**src/rtl/xuc_pkg.sv**
```systemverilog
package xuc_pkg;
   // Width of one condition field result.
   localparam int unsigned CRN_W = 4;

   typedef enum logic {
      ST_IDLE = 1'b0,
      ST_RUN  = 1'b1
   } seq_state_e;
endpackage

```
**src/rtl/xuc_issue_track.sv**
```systemverilog
module xuc_issue_track
   import xuc_pkg::*;
#(
   parameter int unsigned IDX_W = 6,
   parameter int unsigned TAG_W = 6,
   parameter int unsigned CRF_W = 3
) (
   input  logic             clk,
   input  logic             rst,
   input  logic             flush,
   input  logic             issue_valid,
   input  logic [IDX_W-1:0] issue_idx,
   input  logic [TAG_W-1:0] issue_tag,
   input  logic             issue_rec,
   input  logic             issue_cmp,
   input  logic [CRF_W-1:0] issue_crf,
   input  logic             seq_done,
   input  logic             ds_stall,
   output logic             busy,
   output logic             s2_stall,
   output logic             done_evt,
   output logic [IDX_W-1:0] cur_idx,
   output logic [TAG_W-1:0] cur_tag,
   output logic             cur_rec,
   output logic             cur_cmp,
   output logic [CRF_W-1:0] cur_crf
);
   seq_state_e st_q;
   logic       busy_q, s2_q;

   assign done_evt = (st_q == ST_RUN) && seq_done;

   always_ff @(posedge clk) begin
      if (rst || flush) begin
         st_q   <= ST_IDLE;
         busy_q <= 1'b0;
         s2_q   <= 1'b0;
      end else if (st_q == ST_IDLE) begin
         if (issue_valid) begin
            st_q   <= ST_RUN;
            busy_q <= 1'b1;
         end
      end else if (seq_done) begin
         st_q   <= ST_IDLE;
         busy_q <= 1'b0;
         s2_q   <= 1'b0;
      end else if (!ds_stall) begin
         s2_q   <= 1'b1;
      end
   end

   // Working copy of the running instruction; overwritten only on issue.
   always_ff @(posedge clk) begin
      if (rst) begin
         cur_idx <= '0;
         cur_tag <= '0;
         cur_rec <= 1'b0;
         cur_cmp <= 1'b0;
         cur_crf <= '0;
      end else if (st_q == ST_IDLE && issue_valid && !flush) begin
         cur_idx <= issue_idx;
         cur_tag <= issue_tag;
         cur_rec <= issue_rec;
         cur_cmp <= issue_cmp;
         cur_crf <= issue_crf;
      end
   end

   assign busy     = busy_q;
   assign s2_stall = s2_q;
endmodule

```
**src/rtl/xuc_status_commit.sv**
```systemverilog
module xuc_status_commit #(
   parameter int unsigned STATUS_W = 32
) (
   input  logic                clk,
   input  logic                rst,
   input  logic                flush,
   input  logic                own_intr,
   input  logic                commit_evt,
   input  logic                st_we,
   input  logic [STATUS_W-1:0] st_wdata,
   output logic [STATUS_W-1:0] work_next,
   output logic [STATUS_W-1:0] work,
   output logic [STATUS_W-1:0] comm
);
   assign work_next = st_we ? st_wdata : work;

   always_ff @(posedge clk) begin
      if (rst) begin
         work <= '0;
         comm <= '0;
      end else if (flush) begin
         if (!own_intr) begin
            work <= comm;
         end
      end else begin
         work <= work_next;
         if (commit_evt) begin
            comm <= work;
         end
      end
   end
endmodule

```
**src/rtl/xuc_done_latch.sv**
```systemverilog
module xuc_done_latch
   import xuc_pkg::*;
#(
   parameter int unsigned IDX_W      = 6,
   parameter int unsigned TAG_W      = 6,
   parameter int unsigned CRF_W      = 3,
   parameter int unsigned CR_FIELDS  = 8,
   parameter bit          FIELD0_MSB = 1'b1
) (
   input  logic                 clk,
   input  logic                 rst,
   input  logic                 flush,
   input  logic                 done_evt,
   input  logic                 seq_wr,
   input  logic                 seq_illegal,
   input  logic [CRN_W-1:0]     seq_cr,
   input  logic [IDX_W-1:0]     cur_idx,
   input  logic [TAG_W-1:0]     cur_tag,
   input  logic                 cur_rec,
   input  logic                 cur_cmp,
   input  logic [CRF_W-1:0]     cur_crf,
   input  logic                 ds_stall,
   input  logic                 exc_en,
   input  logic                 exc_next,
   input  logic [CRN_W-1:0]     rec_nib,
   output logic                 cmpl,
   output logic                 intr,
   output logic                 wr_reg,
   output logic                 wr_cr,
   output logic [IDX_W-1:0]     lat_idx,
   output logic [TAG_W-1:0]     lat_tag,
   output logic [CR_FIELDS-1:0] lat_mask,
   output logic [CRN_W-1:0]     lat_cr
);
   localparam logic [CR_FIELDS-1:0] ONE_LSB = CR_FIELDS'(1);
   localparam logic [CR_FIELDS-1:0] ONE_MSB = ONE_LSB << (CR_FIELDS - 1);

   logic [CR_FIELDS-1:0] cmp_mask, dflt_mask;

   generate
      if (FIELD0_MSB) begin : g_msb_first
         assign cmp_mask  = ONE_MSB >> cur_crf;
         assign dflt_mask = ONE_MSB >> 1;
      end else begin : g_lsb_first
         assign cmp_mask  = ONE_LSB << cur_crf;
         assign dflt_mask = ONE_LSB << 1;
      end
   endgenerate

   logic                 pend_q, ill_q;
   logic                 pend_d, ill_d, wr_reg_d, wr_cr_d, cmpl_d, intr_d;
   logic [IDX_W-1:0]     idx_d;
   logic [TAG_W-1:0]     tag_d;
   logic [CR_FIELDS-1:0] mask_d;
   logic [CRN_W-1:0]     cr_d;

   always_comb begin
      pend_d   = pend_q;
      ill_d    = ill_q;
      wr_reg_d = wr_reg;
      wr_cr_d  = wr_cr;
      idx_d    = lat_idx;
      tag_d    = lat_tag;
      mask_d   = lat_mask;
      cr_d     = lat_cr;
      cmpl_d   = 1'b0;
      intr_d   = 1'b0;
      // A completion or interrupt issued last cycle retires the record.
      if (cmpl || intr) begin
         pend_d   = 1'b0;
         ill_d    = 1'b0;
         wr_reg_d = 1'b0;
         wr_cr_d  = 1'b0;
      end
      if (done_evt) begin
         pend_d   = 1'b1;
         ill_d    = seq_illegal;
         wr_reg_d = seq_wr && !seq_illegal;
         wr_cr_d  = cur_rec || cur_cmp;
         idx_d    = cur_idx;
         tag_d    = cur_tag;
         mask_d   = cur_cmp ? cmp_mask : dflt_mask;
         cr_d     = cur_rec ? rec_nib : seq_cr;
      end
      if (pend_d && !ds_stall) begin
         cmpl_d = !ill_d;
         intr_d = (exc_next && exc_en) || ill_d;
      end
   end

   always_ff @(posedge clk) begin
      if (rst || flush) begin
         pend_q   <= 1'b0;
         ill_q    <= 1'b0;
         wr_reg   <= 1'b0;
         wr_cr    <= 1'b0;
         cmpl     <= 1'b0;
         intr     <= 1'b0;
         lat_idx  <= '0;
         lat_tag  <= '0;
         lat_mask <= '0;
         lat_cr   <= '0;
      end else begin
         pend_q   <= pend_d;
         ill_q    <= ill_d;
         wr_reg   <= wr_reg_d;
         wr_cr    <= wr_cr_d;
         cmpl     <= cmpl_d;
         intr     <= intr_d;
         lat_idx  <= idx_d;
         lat_tag  <= tag_d;
         lat_mask <= mask_d;
         lat_cr   <= cr_d;
      end
   end
endmodule

```
**src/rtl/xuc_complete_ctl.sv**
```systemverilog
module xuc_complete_ctl
   import xuc_pkg::*;
#(
   parameter int unsigned IDX_W      = 6,
   parameter int unsigned TAG_W      = 6,
   parameter int unsigned CR_FIELDS  = 8,
   parameter int unsigned STATUS_W   = 32,
   parameter int unsigned EXC_BIT    = 30,
   parameter int unsigned REC_LSB    = 28,
   parameter bit          FIELD0_MSB = 1'b1,
   localparam int unsigned CRF_W     = $clog2(CR_FIELDS),
   localparam int unsigned CRD_W     = CRN_W * CR_FIELDS
) (
   input  logic                 clk,
   input  logic                 rst,
   input  logic                 flush,
   input  logic                 issue_valid,
   input  logic [IDX_W-1:0]     issue_idx,
   input  logic [TAG_W-1:0]     issue_tag,
   input  logic                 issue_rec,
   input  logic                 issue_cmp,
   input  logic [CRF_W-1:0]     issue_crf,
   input  logic                 seq_done,
   input  logic                 seq_wr,
   input  logic                 seq_illegal,
   input  logic [CRN_W-1:0]     seq_cr,
   input  logic                 st_we,
   input  logic [STATUS_W-1:0]  st_wdata,
   input  logic                 exc_en,
   input  logic                 ds_stall,
   output logic                 busy,
   output logic                 s2_stall,
   output logic                 wb_valid,
   output logic [TAG_W-1:0]     wb_tag,
   output logic                 wb_reg_we,
   output logic [IDX_W-1:0]     wb_reg_idx,
   output logic                 wb_cr_we,
   output logic [CR_FIELDS-1:0] wb_cr_mask,
   output logic [CRD_W-1:0]     wb_cr_data,
   output logic                 intr_req,
   output logic [STATUS_W-1:0]  status_o,
   output logic [STATUS_W-1:0]  commit_o
);
   generate
      if (EXC_BIT >= STATUS_W) begin : g_bad_exc
         $error("EXC_BIT lies outside the status word");
      end
      if (REC_LSB + CRN_W > STATUS_W) begin : g_bad_rec
         $error("record nibble lies outside the status word");
      end
      if (CR_FIELDS < 2) begin : g_bad_fields
         $error("at least two condition fields are required");
      end
   endgenerate

   logic             done_evt, cur_rec, cur_cmp;
   logic [IDX_W-1:0] cur_idx;
   logic [TAG_W-1:0] cur_tag;
   logic [CRF_W-1:0] cur_crf;
   logic             cmpl, intr, wr_reg, wr_cr;
   logic [CRN_W-1:0] lat_cr;
   logic [STATUS_W-1:0] work_next;

   xuc_issue_track #(.IDX_W(IDX_W), .TAG_W(TAG_W), .CRF_W(CRF_W)) trk_i (
      .clk(clk), .rst(rst), .flush(flush),
      .issue_valid(issue_valid), .issue_idx(issue_idx), .issue_tag(issue_tag),
      .issue_rec(issue_rec), .issue_cmp(issue_cmp), .issue_crf(issue_crf),
      .seq_done(seq_done), .ds_stall(ds_stall),
      .busy(busy), .s2_stall(s2_stall), .done_evt(done_evt),
      .cur_idx(cur_idx), .cur_tag(cur_tag), .cur_rec(cur_rec),
      .cur_cmp(cur_cmp), .cur_crf(cur_crf)
   );

   xuc_status_commit #(.STATUS_W(STATUS_W)) st_i (
      .clk(clk), .rst(rst), .flush(flush),
      .own_intr(intr), .commit_evt(cmpl || intr),
      .st_we(st_we), .st_wdata(st_wdata),
      .work_next(work_next), .work(status_o), .comm(commit_o)
   );

   xuc_done_latch #(
      .IDX_W(IDX_W), .TAG_W(TAG_W), .CRF_W(CRF_W),
      .CR_FIELDS(CR_FIELDS), .FIELD0_MSB(FIELD0_MSB)
   ) lat_i (
      .clk(clk), .rst(rst), .flush(flush),
      .done_evt(done_evt), .seq_wr(seq_wr), .seq_illegal(seq_illegal),
      .seq_cr(seq_cr), .cur_idx(cur_idx), .cur_tag(cur_tag),
      .cur_rec(cur_rec), .cur_cmp(cur_cmp), .cur_crf(cur_crf),
      .ds_stall(ds_stall), .exc_en(exc_en),
      .exc_next(work_next[EXC_BIT]),
      .rec_nib(work_next[REC_LSB +: CRN_W]),
      .cmpl(cmpl), .intr(intr), .wr_reg(wr_reg), .wr_cr(wr_cr),
      .lat_idx(wb_reg_idx), .lat_tag(wb_tag), .lat_mask(wb_cr_mask),
      .lat_cr(lat_cr)
   );

   // Writeback reads only the latched record, never the working copy.
   assign wb_valid  = cmpl;
   assign wb_reg_we = wr_reg && cmpl;
   assign wb_cr_we  = wr_cr && cmpl;
   assign intr_req  = intr;

   generate
      for (genvar f = 0; f < CR_FIELDS; f++) begin : g_cr_rep
         assign wb_cr_data[f*CRN_W +: CRN_W] = lat_cr;
      end
   endgenerate
endmodule

```
**config.mk**
```make
export PLATFORM = sky130hd
export DESIGN_NAME = xuc_complete_ctl
export DESIGN_NICKNAME = d
export VERILOG_FILES = /design/src/rtl/xuc_pkg.sv /design/src/rtl/xuc_issue_track.sv /design/src/rtl/xuc_status_commit.sv /design/src/rtl/xuc_done_latch.sv /design/src/rtl/xuc_complete_ctl.sv
export SDC_FILE = /design/constraint.sdc
export NUM_CORES = 1
export LEC_CHECK = 0
export CAP_MARGIN = 10
export CORE_MARGIN = 2
export CORE_UTILIZATION = 45
export DETAILED_ROUTE_END_ITERATION = 8
export PLACE_DENSITY = 0.82
export SKIP_CTS_REPAIR_TIMING = 1
export SYNTH_ARGS = -nofsm -noshare
export SYNTH_HDL_FRONTEND = slang
export SYNTH_SLANG_ARGS = --single-unit
```
**constraint.sdc**
```tcl
create_clock -name clk -period 2.27 [get_ports clk]
set_input_delay 0.454 -clock clk [delete_from_list [all_inputs] [get_ports clk]]
set_output_delay 0.454 -clock clk [all_outputs]
set_load 0.02 [all_outputs]
```
======== Yosys cells after proc, flatten, opt, wreduce, memory -nomap -nowiden ========
Cells that the tools add are included.
storage, ports and cells
  bits of input ports ..................... 63
  bits in registers ....................... 114
  logic and storage cells ................. 72
cells by class
  reduce and logical (&&, ||, !) cells .... 24
  mux-type cells .......................... 20
  bitwise operators ....................... 3
  equal/unequal tests ..................... 3
  shifts and indexed selects .............. 1
operator list
  operator                                                            count
  32-bit 2-to-1 mux                                                   3
  1-bit 2-to-1 mux                                                    15
  1-bit logical AND                                                   8
  8-bit 2-to-1 mux                                                    1
  2-bit AND reduction                                                 4
  8-bit by 3-bit >> shifter with 8-bit output (first input constant)  1
  2-bit != test (second input constant)                               3
  2-bit nonzero test                                                  3
  1-bit zero test                                                     4
  1-bit logical OR                                                    4
  4-bit 2-to-1 mux                                                    1
  1-bit NOT                                                           3
  2-bit OR reduction                                                  1

======== Depth between registers and ports, before layout ========
  word-level depth ........................ 6
  depth in mapped cells ................... 6
  gate-level depth less buffers ........... 3

======== Modules after synthesis ========
A second synthesis with hierarchy kept.
unflattened totals
  cells, all modules ...................... 550
  area, all modules ....................... 5,636.7 µm²
by module, submodules not included
  module             cells each  area an instance (µm²)  times used
  xuc_status_commit  319         3,318.2                 1
  xuc_done_latch     113         1,174.9                 1
  xuc_issue_track    87          912.1                   1
  xuc_complete_ctl   31          231.5                   1

======== Worst setup path after synthesis ========
Ideal clock, no wire load.
  kind .................................... input to register
  start ................................... input st_we
  end ..................................... register st_i.work[26]
  setup slack ............................. 0.791 ns
  cell stages on the path ................. 6
  path buffers ............................ 3
  library setup time ...................... 0.115 ns
  arrival time ............................ 1.364 ns
  cells stage by stage .................... buf_6 -> and2b_4 -> or2_1 -> buf_6 -> buf_12 -> o21a_1
between the ends
  cells in the longest elaborated chain, start to end .. 2
RTL lines
  item                           RTL line                 source
  start, declared                xuc_complete_ctl.sv:27   input logic st_we,
  2-bit nonzero test (no line)   n/a
  2-bit AND reduction (no line)  n/a
  end signal, assigned           xuc_status_commit.sv:23  work <= comm;
  end signal, assigned           xuc_status_commit.sv:26  work <= work_next;
  end, declared                  xuc_status_commit.sv:12  output logic [STATUS_W-1:0] work,
Every way passes these cells.
A chain may end at the register's enable or synchronous reset.

======== Worst setup path after layout ========
  start ................................... register lat_i.lat_cr[2]
  end ..................................... output wb_cr_data[30]
RTL lines
  item                    RTL line                source
  start, declared         xuc_done_latch.sv:33    output logic [CRN_W-1:0] lat_cr
  start signal, assigned  xuc_done_latch.sv:113   lat_cr <= cr_d;
  end, declared           xuc_complete_ctl.sv:39  output logic [CRD_W-1:0] wb_cr_data,
No word-level cell between the ends.

==> summary.txt <==
Global routing
  – First-pass GRT wire length: 21.3 mm
  – Largest net degree at the start of global routing: 56
  – Gr usage total: 23.3%
  – Vias in the first global route: 4310
  – Initial antenna violation count: 0
  – Grt total ovfl: 0

Synth
  – Post-Syn Area: 4870 um^2
  – YS warnings: 0
  – Syn Area/Cell: 8.92 um^2
  – Syn_nets: 609
  – Seq/Total Area, Yosys: 46.8%
  – Number of library cell types mapped by synthesis: 41
  – Gate Count Post-Synth: 546
  – Ys async rst share: 0%
  – Dominant synthesized flop cell: dfxtp_1
  – Number of synthesized flops with an enable pin: 0
  – FF+latch count, synth: 114

Outcome
  – Status: finished clean

Drt
  – Routed wire length: 13.6 mm
  – Routed Antenna Nets: 0
  – DR vias/cell: 5.26
  – Starting DRT DRC Count: 232
  – WL/cell: 16.2 um
  – Vias after detailed routing: 4418
  – DRT Pass-1 Iters: 4
  – DRC Markers: 0

Clock tree
  – CTS H-tree depth: 4
  – Clock Pin Slew Worst Setup and Hold Paths: 0.05 ns
  – CTS tree: built
  – TritonCTS Sinks: 114
  – CTS root buf: clkbuf_8
  – Skew-Pair Late Insertion Delay: 0.51 ns
  – Longest Clk Path Bufs: 2
  – Total CTS buffers: 17

Final layout
  – Biggest regs: st_i.comm: 32 flops, st_i.work: 32 flops, lat_i.lat_mask: 8 flops
  – Antenna diodes: 0
  – Post-layout util: 68.3%
  – Commonest non-fill, non-tap cell in the layout: clkdlybuf4s50_1
  – Layout cell share with drive strength beyond 1: 10.7%
  – Commonest cells after routing, fill and taps aside: clkdlybuf4s50_1 (183), nand2_1 (128), dfxtp_1 (113), a21oi_1 (69), mux2i_1 (31)
  – # fillers: 808
  – Fin nets: 754
  – Area Growth Syn to Fin: 46.0%

STA
  – Worst slew pin tran: 0.549 ns
  – Final setup fails: 0
  – Pins Over Slew Limit: 0
  – Final hold violation count: 0
  – Fin crit share: 92.9%
  – Final min period: 2.11 ns
  – Unrepaired setup endpoints after global routing: false
  – Clock skew: 0.0104 ns
  – Max-slew headroom: 63.4%
  – Fmax: 0.474 GHz
  – Fin Setup TNS: 0 ns

Floorplan
  – Die area: 11700 um^2
  – Die Span X: 108 um
  – Rows: 37
  – Core area: 10400 um^2
  – Ports: 185
  – Initial Util: 46.8%
  – Die H: 108 um

Worst setup path
  – Worst path max stage delay: 0.67 ns
  – Kind of critical path: reg2out
  – Cell Chain, Critical Path: clkdlybuf4s50_1
  – Crit path max-delay cell type: clkdlybuf4s50_1
  – Bufs and invs on worst path: 1
  – Crit start category: flip-flop
  – WP data arrival: 1.66 ns
  – Worst setup EP type: primary output
  – Req. time, crit path: 1.82 ns
  – Crit-path max FO: 9
  – Worst path top cell family by delay: buffers and inverters

Pwr
  – Int Power: 3.97 mW
  – Combinational fraction of design power: 10.0%
  – VDD IR max: 0.515 mV
  – Clock share of power: 49.6%
  – P_sw: 1.25 mW
  – Power density cells: 733 nW/um^2
  – Switching part of the total: 24.0%
  – Reg power frac: 40.4%
  – Static Leak: 2.44 nW

Hold path
  – HP Class: in2reg

Run
  – Max cap viols: 0

Placed design
  – Count of port buffers added during placement: 184
  – GPL Wtd Cong: 0.840
  – Dpl hpwl: 9.56 mm
==> cell usage after synthesis, types with 3 or more instances <==
cell type	instances	area share, %
a211oi_2	19	4.9
a211o_1	3	0.54
a32oi_1	3	0.54
nor2b_1	4	0.51
inv_1	8	0.62
buf_12	3	1.2
nor2_1	17	1.3
buf_2	18	1.8
mux2i_1	31	6.4
nand2_1	128	9.9
dfxtp_1	114	47
a22oi_1	4	0.62
clkbuf_1	14	1.1
a211oi_1	16	2.5
a21oi_1	69	7.1
buf_6	7	1.6
and2_1	3	0.39
buf_4	28	4.3
nor3_1	30	3.1
==> stage by stage <==
stage	hold slack, ns	instance area, um^2	setup slack (ns)	instances	total power, mW
floorplan	0.432	4870	0.791	546	2.44
global placement	0.443	6530	0.238	808	2.65
detailed placement	0.449	6530	0.159	808	2.67
CTS	0.315	7110	0.0379	840	5.24
global route	0.340	7110	0.0709	840	5.37
finish	0.329	7110	0.160	840	5.22
==> final timing paths <==
| path | from | end | slack (ns) | cells past startpoint |
|---|---|---|---|---|
| worst min-delay path | rst | st_i.comm[30] | 0.33 | 2 |
| worst max-delay path | lat_i.lat_cr[2] | wb_cr_data[30] | 0.16 | 1 |
| worst min register to register | lat_i.lat_idx[4] | lat_i.lat_idx[4] | 0.46 | 2 |
| worst max register to register | trk_i.st_q | lat_i.cmpl | 0.67 | 3 |
==> routing by layer <==
| metal | wire [um] | global-route usage (%) | up-vias |
|---|---|---|---|
| met5 | 0 | 0 | - |
| met1 | 5470 | 27.1 | 2083 |
| met2 | 6750 | 38.9 | 166 |
| met4 | 518 | 12.5 | 0 |
| met3 | 879 | 6.45 | 38 |
| li1 | - | - | 2131 |
==> layout make-up <==
| type | count | area [um^2] | share of cell area (%) |
|---|---|---|---|
| flip-flops and latches | 114 | 2280 | 32.1 |
| multi-input cells | 353 | 2060 | 28.9 |
| repair buffers | 197 | 1990 | 27.9 |
| clock buffers | 20 | 455 | 6.40 |
| well taps | 136 | 170 | 2.39 |
| clock inverters | 12 | 131 | 1.85 |
| inverters | 8 | 30.0 | 0.422 |
==> power by group through the flow <==
stage / clock [mW] / sequential, mW / combinational (mW)
2_1_floorplan: 0 / 2.18 / 0.256
3_3_place_gp: 0 / 2.14 / 0.510
3_5_place_dp: 0 / 2.15 / 0.523
4_1_cts: 2.61 / 2.11 / 0.526
5_1_grt: 2.70 / 2.11 / 0.559
6_report: 2.59 / 2.11 / 0.524
==> cells by family after synthesis <==
| family | synth area share [%] |
|---|---|
| AND/OR/NAND/NOR | 17.8 |
| flip-flops | 46.8 |
| buffers and inverters | 11.0 |
| AO/OA/AOI/OAI | 17.7 |
| multiplexers | 6.60 |
No activity file was read; power rests on OpenSTA's default activity.
